`src/rtl/ctr_block_gen.sv`:
```
module ctr_block_gen #(
  parameter int COUNTER_BITS = 32,
  parameter bit LOAD_WHOLE   = 1'b0
) (
  input  logic                    clk,
  input  logic                    rst_n,
  input  logic                    load,
  input  logic [31:0]             load_nonce,
  input  logic [63:0]             load_iv,
  input  logic [127:0]            load_block,
  input  logic                    out_ready,
  output logic                    out_valid,
  output logic [127:0]            out_block,
  output logic                    exhausted,
  output logic [COUNTER_BITS-1:0] block_index
);
  localparam int PW = 128 - COUNTER_BITS;
  localparam logic [COUNTER_BITS-1:0] CNT_ONE  = COUNTER_BITS'(1);
  localparam logic [COUNTER_BITS-1:0] CNT_LAST = '1;

  logic [PW-1:0]           prefix_q, prefix_d;
  logic [COUNTER_BITS-1:0] cnt_q;
  logic                    exh_q, live_q;
  logic                    fire;

  generate
    if (LOAD_WHOLE) begin : g_whole
      assign prefix_d = load_block[127:COUNTER_BITS];
      wire unused_fields = ^{load_nonce, load_iv, load_block[COUNTER_BITS-1:0]};
    end else begin : g_layout
      wire [127:0] layout = {load_nonce, load_iv, 32'd0};
      assign prefix_d = layout[127:COUNTER_BITS];
      wire unused_fields = ^{load_block, layout[COUNTER_BITS-1:0]};
    end
  endgenerate

  assign out_valid   = live_q & ~exh_q;
  assign fire        = out_valid & out_ready;
  assign out_block   = {prefix_q, cnt_q};
  assign exhausted   = exh_q;
  assign block_index = exh_q ? CNT_LAST : cnt_q - CNT_ONE;

  always_ff @(posedge clk) begin
    if (!rst_n) begin
      prefix_q <= '0;
      cnt_q    <= CNT_ONE;
      exh_q    <= 1'b0;
      live_q   <= 1'b0;
    end else if (load) begin
      prefix_q <= prefix_d;
      cnt_q    <= CNT_ONE;
      exh_q    <= 1'b0;
      live_q   <= 1'b1;
    end else if (fire) begin
      if (cnt_q == CNT_LAST) exh_q <= 1'b1;
      else                   cnt_q <= cnt_q + CNT_ONE;
    end
  end
endmodule

```
`config.mk`:
```
export PLATFORM = sky130hd
export DESIGN_NAME = ctr_block_gen
export DESIGN_NICKNAME = d
export VERILOG_FILES = /design/src/rtl/ctr_block_gen.sv
export SDC_FILE = /design/constraint.sdc
export NUM_CORES = 1
export LEC_CHECK = 0
export ABC_AREA = 1
export BUFFER_PORTS_ARGS = -buffer_cell sky130_fd_sc_hd__buf_2
export CORE_AREA = 2 2 149 151
export DETAILED_ROUTE_END_ITERATION = 10
export DIE_AREA = 0 0 151 153
export HOLD_SLACK_MARGIN = 0.1
export PLACE_DENSITY = 0.71
export SETUP_SLACK_MARGIN = 0.3
export SYNTH_ARGS = -nofsm -noshare
export SYNTH_HDL_FRONTEND = slang
export SYNTH_SLANG_ARGS = --single-unit
```
`constraint.sdc`:
```
create_clock -name clk -period 2.03 [get_ports clk]
set_input_delay 0.1015 -clock clk [delete_from_list [all_inputs] [get_ports clk]]
set_output_delay 0.1015 -clock clk [all_outputs]
set_load 0.05 [all_outputs]
```
-- After elaboration in Yosys (flattened, before gate mapping)
Cells that the tools add are included.
- flip-flop bits (word level): 130
- output and inout port bits: 162
- add/subtract/negate cells: 2
- equal/unequal tests: 1
- mux-type cells: 1
- bitwise gates (word level): 5
- reduce and logical (&&, ||, !) cells: 3
- operators with widths (kind ; count):
    $add 32x1->32 const B ; 1
    $eq 32x32->1 const B ; 1
    $mux 32 ; 1
    $sub 32x1->32 const B ; 1
    $reduce_and 2->1 ; 2
    $not 1->1 ; 3
    $and 1x1->1 ; 2
    $reduce_or 2->1 ; 1

-- Logic depth before layout (Yosys ltp)
Gate-level depths: netlist of the first run.
- word-level depth: 4
- gate-level depth with buffers: 11
- depth with buffers taken out: 10

-- Least setup slack after synthesis of the first run
Ideal clock, no wire load.
- path kind: reg2out
- start: register cnt_q[0]
- end: output port block_index[16]
- data arrival time: 2.677 ns
- slack: -0.749 ns
- stages on the path, launching flop included: 5
- buffers on the path: 0
- cell sequence: dfxtp_1 -> inv_1 -> ha_1 -> nand4_1 -> o41ai_1
- cells in the longest elaborated chain, start to end: 2
- ends and longest elaborated chain (element ; line ; RTL):
    start: declaration ; 22 ; logic [COUNTER_BITS-1:0] cnt_q;
    start signal: assignment ; 56 ; else cnt_q <= cnt_q + CNT_ONE;
    $sub 32x1->32 ; 41 ; assign block_index = exh_q ? CNT_LAST : cnt_q - CNT_ONE;
    $mux 32 ; 41 ;
    end: declaration ; 15 ; output logic [COUNTER_BITS-1:0] block_index
No other way between the ends.

-- Worst setup path after layout of the first run
- start: register cnt_q[0]
- end: output port block_index[13]
Same word-level chain as after synthesis.

==> impl_metrics.tcl, run 1 <==
set metrics [dict create \
    status "complete, but fails checks" \
    violations "negative setup slack" \
    ir_drop_uv 571 \
    worstPathArrival_ps 1960 \
    fin_util_pct 51.2 \
    max_freq_mhz 484 \
    finalWorstSetupSlack_ps -35.1 \
    timing.final.max_slew_violations 0 \
    tritoncts "done" \
    synth_compound_gate_area_share_pct 13.4 \
    post_route_wl_mm 28.2 \
    ys_warn_count 0 \
    mean_instance_size_in_the_synthesized_netlist_um2 6.66 \
    global_route.overflow_total 0 \
    place_hpwl_mm 17.4 \
    finClkSkew_ps 9.99 \
    postRouteAntennaNets 0 \
    drc_errors 0 \
    maxCapViolCount 0 \
    via_count 8238 \
    synth-seq-cells 130 \
    floorplan.io_pins 390 \
    layout_worst_path_cycle_share_pct 102 \
    gp_congestion 0.923 \
    powerDensity_mw_per_mm2 659 \
    post_route_cells_drive_above_1_share_pct 40.4 \
    critical-path-slowest-cell "sky130_fd_sc_hd__dfxtp_4" \
    root_buffer "sky130_fd_sc_hd__clkbuf_16" \
    grt_pass1_vias 8083 \
    end_kind "primary output" \
    initial_utilization_pct 30.6 \
    core.rowCount 54 \
    fin_crit_ps 2070 \
    critPathBufInv 5 \
    hp-class "in -> reg" \
    chipWidth_um 151 \
    cts_made_buffers 17 \
    post_drt_wl_per_cell_um 17.0 \
    hold_start "load" \
    combinational_family_with_the_most_area_after_synthesis "simple AND/OR/NAND/NOR gates" \
    timing.rr.end "cnt_q[3]" \
    hold_viol 0 \
    final-setup-viol-count 5 \
    track_usage_pct 23.8 \
    actual_slew_at_the_worst_max_slew_pin_ps 843 \
    route.detailed.vias_per_inst 4.97 \
    synthDistinctLibCells 34 \
    critPathTopFamily "simple AND/OR/NAND/NOR gates" \
    drt_iter0_drc 549 \
    cp.required_ps 1930 \
    detailedRoute.firstPassIterationCount 5 \
    r2r-start "cnt_q[1]" \
    worstRegToRegCells 12 \
    cell_area_after_layout_mm2 0.0110 \
    die-area_mm2 0.0231 \
    placement.cell_area_mm2 0.00835 \
    synth_area_leader_cell "sky130_fd_sc_hd__dfxtp_1" \
    mappedNetlistArea_mm2 0.00658 \
    worst_relative_slew_slack_pct 43.8 \
    instance_count_of_the_mapped_netlist 987 \
    most_used_cells_in_the_layout_excluding_fill_and_tap_cells "sky130_fd_sc_hd__nor2_1 (249), sky130_fd_sc_hd__buf_2 (231), sky130_fd_sc_hd__nand2_1 (146)" \
    timing.critical_path.cells "inv_6, buf_12, nand3_4, nor3_4, buf_4, inv_4, nor3_2, nand3b_1, buf_6" \
    antennaDiodeCount 0 \
    min_path_cells 3 \
    htree_num_levels 4 \
    synth_top_area_share_pct 39.6 \
    element_type_at_the_critical_path_start "register" \
    synth-adder-area-share_pct 0.381 \
    die_height_um 153 \
    grt_max_degree 97 \
    port_buffers 261 \
    design.core.area_mm2 0.0215 \
    multi_input_area_mm2 0.00410 \
    crit_fanout 4 \
    layout.cells.most_common "sky130_fd_sc_hd__nor2_1" \
    rsz0062_at_grt "yes" \
    netlist_top_cells_area "sky130_fd_sc_hd__dfxtp_1 (40%), sky130_fd_sc_hd__nor2_1 (17%), sky130_fd_sc_hd__nand2_1 (9.4%)" \
    synthToLayoutAreaGrowth_pct 67.1 \
    timing.hold.ws_ps 193 \
    nNetsFinal 1593 \
    cts_sinks 130 \
    crit_path_max_cell_delay_ps 360 \
    p_leak_uw 0.00515 \
    timing.setup.critical_path_class "reg -> out" \
    antenna_violations_before_repair 0 \
    yosys.area_share.xor_xnor_pct 1.86 \
    cts_buffer_depth 2 \
    hold_end "prefix_q[25]" \
    place_ws_ps 66.9 \
    clock_insertion_delay_worst_skew_ps 420 \
    n_fill_cell 1973 \
    ff2ff_setup_slack_ps 200 \
    synth.yosys.seq_area_share_pct 39.6 \
    path_clk_slew_ps 60 \
    sequential_cell_area_mm2 0.00271 \
    muxShareOfSynthArea_pct 0 \
    mappedNetlistNets 1217 \
    yosys.area_share.simple_pct 36.5 \
    first_pass_grt_wire_length_mm 43.0 \
]
[kinds of logic after synthesis]
| family | Yosys count |
|---|---|
| adder cells (fa/ha/maj) | 2 |
| AO/OA/AOI/OAI | 161 |
| AND/OR/NAND/NOR | 565 |
| flip-flops | 130 |
| buffers and inverters | 115 |
| XOR/XNOR | 14 |
[layer usage]
| metal | vias up | part of all wire, % | track usage, % |
|---|---|---|---|
| met5 | - | 0 | 0 |
| met4 | 0 | 4.2 | 9.88 |
| met3 | 84 | 9.6 | 6.12 |
| met2 | 420 | 47 | 38.7 |
| met1 | 3833 | 39 | 29.9 |
| li1 | 3901 | - | - |
[registers in the layout (all words and copies together) (netlist names)]
signal	flops
prefix_q	96
live_q	1
exhausted	1
cnt_q	32
[worst min-delay path, stage by stage]
cell                      delay [ps]
sky130_fd_sc_hd__buf_2           210
sky130_fd_sc_hd__o21ai_0         200
sky130_fd_sc_hd__nor2_1           50
[per-stage QoR]
| step | std cells | TNS, ps | total power (uW) |
|---|---|---|---|
| after floorplan | 987 | 0 | 3610 |
| after global placement | 1484 | 0 | 3960 |
| after detailed placement | 1484 | 0 | 3970 |
| after CTS | 1637 | -56.8 | 7250 |
| after global routing | 1656 | -854 | 7510 |
| final | 1656 | -89.5 | 7250 |
[report_power, final]
group          switching, uW  leakage (uW)  internal [uW]
Clock                   1330      0.000269           1730
Combinational           1000       0.00378            468
Sequential              63.9       0.00110           2650
[cells in the mapped netlist]
cell                       count
sky130_fd_sc_hd__xor2_1       12
sky130_fd_sc_hd__nand4_1      16
sky130_fd_sc_hd__or2_2         1
sky130_fd_sc_hd__nand2_2      19
sky130_fd_sc_hd__and2_1        1
sky130_fd_sc_hd__nor2_4        4
sky130_fd_sc_hd__clkbuf_1     31
sky130_fd_sc_hd__buf_6         1
sky130_fd_sc_hd__ha_1          2
sky130_fd_sc_hd__and3_2        1
sky130_fd_sc_hd__buf_4         9
sky130_fd_sc_hd__inv_2         3
sky130_fd_sc_hd__nor2_8        2
sky130_fd_sc_hd__nand3b_1      3
sky130_fd_sc_hd__o41ai_1       1
sky130_fd_sc_hd__nand2_4       4
sky130_fd_sc_hd__a21oi_2      19
sky130_fd_sc_hd__clkinv_1      1
sky130_fd_sc_hd__nor2_1      290
sky130_fd_sc_hd__buf_12        3
sky130_fd_sc_hd__buf_2        13
sky130_fd_sc_hd__a21o_1        1
sky130_fd_sc_hd__nor3b_1       1
sky130_fd_sc_hd__dfxtp_1     130
sky130_fd_sc_hd__a21oi_1      17
sky130_fd_sc_hd__inv_1        51
sky130_fd_sc_hd__nor3_1        8
sky130_fd_sc_hd__buf_1         2
sky130_fd_sc_hd__clkbuf_2      1
sky130_fd_sc_hd__nor2_2        5
sky130_fd_sc_hd__o21ai_0     123
sky130_fd_sc_hd__xnor2_1       2
sky130_fd_sc_hd__nand2_1     165
sky130_fd_sc_hd__nand3_1      45
[worst max path at each step]
stage	to	slack, ps	cells past startpoint	from
2_1_floorplan	block_index[13]	230	7	cnt_q[2]
3_3_place_gp	block_index[30]	70	11	cnt_q[0]
3_5_place_dp	block_index[30]	70	11	cnt_q[0]
4_1_cts	block_index[29]	-30	8	cnt_q[1]
5_1_grt	block_index[30]	-100	11	cnt_q[1]
6_report	block_index[13]	-40	9	cnt_q[0]
[area by class of cell]
cell class	count	share of cell area, %
flip-flops and latches	130	24.6
repair buffers	417	27.6
multi-input cells	742	37.3
well taps	280	3.19
inverters	55	2.12
clock inverters	14	1.31
clock buffers	18	3.90
[what timing repair did]
action	4_1_cts	5_1_grt
endpoints found under the hold margin	97	0
buffers inserted	22	19
pin swaps	24	19
cloned	2	0
hold buffers	97	0
gates resized for setup	150	65
setup endpoints to repair	57	61
(Power assumes the default switching activity.)
==> run 2, diff against run 1 <==
Settings changed: PLACE_DENSITY 0.71 to unset, SKIP_LAST_GASP set to 1.
==> run 2 against run 1 <==
  * The flow still finishes with violations (negative setup slack)
  * Final cell count up 1.8%
  * Flip-flop and latch count unchanged
  * Die area unchanged
  * Critical path type unchanged
  * Sequential share of layout area down 1.3 points
  * Routed wire length about the same
  * Register-to-register slack worse by 30 ps
  * Combinational power up 3%
==> impl_metrics.tcl, run 2 (same netlist as run 1, synthesis figures left out) <==
set metrics [dict create \
    crit_fanout 4 \
    postRouteAntennaNets 0 \
    cp.required_ps 1930 \
    most_used_cells_in_the_layout_excluding_fill_and_tap_cells "sky130_fd_sc_hd__nor2_1 (248), sky130_fd_sc_hd__buf_2 (231), sky130_fd_sc_hd__nand2_1 (120)" \
    crit_path_max_cell_delay_ps 360 \
    placement.cell_area_mm2 0.00843 \
    hold_viol 0 \
    worst_relative_slew_slack_pct 45.7 \
    track_usage_pct 23.5 \
    element_type_at_the_critical_path_start "register" \
    end_kind "primary output" \
    timing.setup.critical_path_class "reg -> out" \
    cell_area_after_layout_mm2 0.0116 \
    gp_congestion 0.889 \
    status "complete, but fails checks" \
    post_route_cells_drive_above_1_share_pct 44.4 \
    drc_errors 0 \
    root_buffer "sky130_fd_sc_hd__clkbuf_16" \
    via_count 8158 \
    core.rowCount 54 \
    critPathBufInv 4 \
    floorplan.io_pins 390 \
    initial_utilization_pct 30.6 \
    drt_iter0_drc 449 \
    hp-class "in -> reg" \
    timing.critical_path.cells "inv_2, ha_4, buf_4, nand4_1, buf_4, o41ai_4, buf_6" \
    max_freq_mhz 473 \
    global_route.overflow_total 0 \
    ir_drop_uv 598 \
    final-setup-viol-count 6 \
    htree_num_levels 4 \
    die_height_um 153 \
    maxCapViolCount 0 \
    route.detailed.vias_per_inst 4.84 \
    grt_max_degree 97 \
    chipWidth_um 151 \
    dp.cells 1494 \
    place_hpwl_mm 18.1 \
    post_layout_nonfiller_instances 1685 \
    finClkSkew_ps 8.21 \
    cts_buffer_depth 2 \
    tritoncts "done" \
    layout_worst_path_cycle_share_pct 104 \
    timing.final.max_slew_violations 0 \
    post_route_wl_mm 28.2 \
    nNetsFinal 1621 \
    layout.cells.most_common "sky130_fd_sc_hd__nor2_1" \
    setup_total_negative_slack_ps -228 \
    fin_util_pct 54.1 \
    worstPathArrival_ps 2010 \
    detailedRoute.firstPassIterationCount 5 \
    cts_made_buffers 17 \
    largest_register "prefix_q" \
    p_leak_uw 0.00558 \
    fin_crit_ps 2110 \
    port_buffers 261 \
    grt_pass1_vias 7968 \
    violations "negative setup slack" \
    critical-path-slowest-cell "sky130_fd_sc_hd__dfxtp_4" \
    finalWorstSetupSlack_ps -83.0 \
    antenna_violations_before_repair 2 \
    die-area_mm2 0.0231 \
    clock_insertion_delay_worst_skew_ps 410 \
    post_drt_wl_per_cell_um 16.7 \
    largest_reg_flops 96 \
    critPathTopFamily "buffers and inverters" \
    cts_sinks 130 \
    actual_slew_at_the_worst_max_slew_pin_ps 814 \
    top_regs "prefix_q (96), cnt_q (32)" \
    synthToLayoutAreaGrowth_pct 76.7 \
    powerDensity_mw_per_mm2 649 \
    rsz0062_at_grt "yes" \
    cpMostUsedCell "sky130_fd_sc_hd__buf_4" \
    first_pass_grt_wire_length_mm 42.3 \
    design.core.area_mm2 0.0215 \
    path_clk_slew_ps 60 \
]
-- run 2: what timing repair did --
action	CTS	global route
pin swaps	39	55
gates cloned	0	4
setup buffers	40	17
setup endpoints to repair	56	61
gates resized for setup	183	111
hold buffers	97	0
hold endpoints to repair	97	0
-- run 2: where the power goes --
| group | leakage [uW] | internal, uW | switching [uW] |
|---|---|---|---|
| Sequential | 0.00110 | 2650 | 62.1 |
| Combinational | 0.00418 | 509 | 1010 |
| Clock | 0.000299 | 1980 | 1330 |
| Total | 0.00558 | 5150 | 2400 |
-- run 2: layer usage --
metal | routed length (um) | global-route usage, % | up-vias | share of wire (%)
met5 | 7 | 0 | - | 0.025
met4 | 949 | 9.30 | 2 | 3.4
met3 | 2480 | 7.10 | 62 | 8.8
met2 | 13300 | 37.5 | 352 | 47
met1 | 11500 | 29.5 | 3782 | 41
li1 | - | - | 3960 | -
-- run 2: path summary, 6_finish.rpt --
path / slack [ps] / endpoint / depth (start not counted) / start
max: -80 / block_index[16] / 7 / cnt_q[1]
min: 160 / cnt_q[0] / 4 / load
max reg2reg: 170 / cnt_q[8] / 13 / cnt_q[0]
min reg2reg: 490 / prefix_q[26] / 2 / prefix_q[26]
-- run 2: worst register-to-register path, stage by stage (launching register included) --
cell and delay [ps]:
sky130_fd_sc_hd__dfxtp_4 370, sky130_fd_sc_hd__buf_6 90, sky130_fd_sc_hd__buf_6 90, sky130_fd_sc_hd__ha_4 140, sky130_fd_sc_hd__nand2_4 60, sky130_fd_sc_hd__nor2_8 120, sky130_fd_sc_hd__nand2_4 90, sky130_fd_sc_hd__nor2_8 170
sky130_fd_sc_hd__nand2_8 80, sky130_fd_sc_hd__nand2_8 110, sky130_fd_sc_hd__buf_6 110, sky130_fd_sc_hd__buf_12 120, sky130_fd_sc_hd__nand2_1 80, sky130_fd_sc_hd__a21oi_2 150
-- run 2: through the flow --
stage,hold slack (ps),setup slack [ps],total power (uW)
floorplan,236,232,3610
global placement,322,114,3980
detailed placement,327,83.4,3980
CTS,156,-27.0,7510
global route,175,-138,7820
finish,161,-83.0,7540
-- run 2: area by class of cell --
cell class,instances,area [um^2]
fill,1947,9870
multi-input combinational,742,4340
timing repair buffer,445,3360
sequential,130,2710
clock buffer,18,429
tap,280,350
inverter,55,234
clock inverter,14,191
antenna,1,2.50
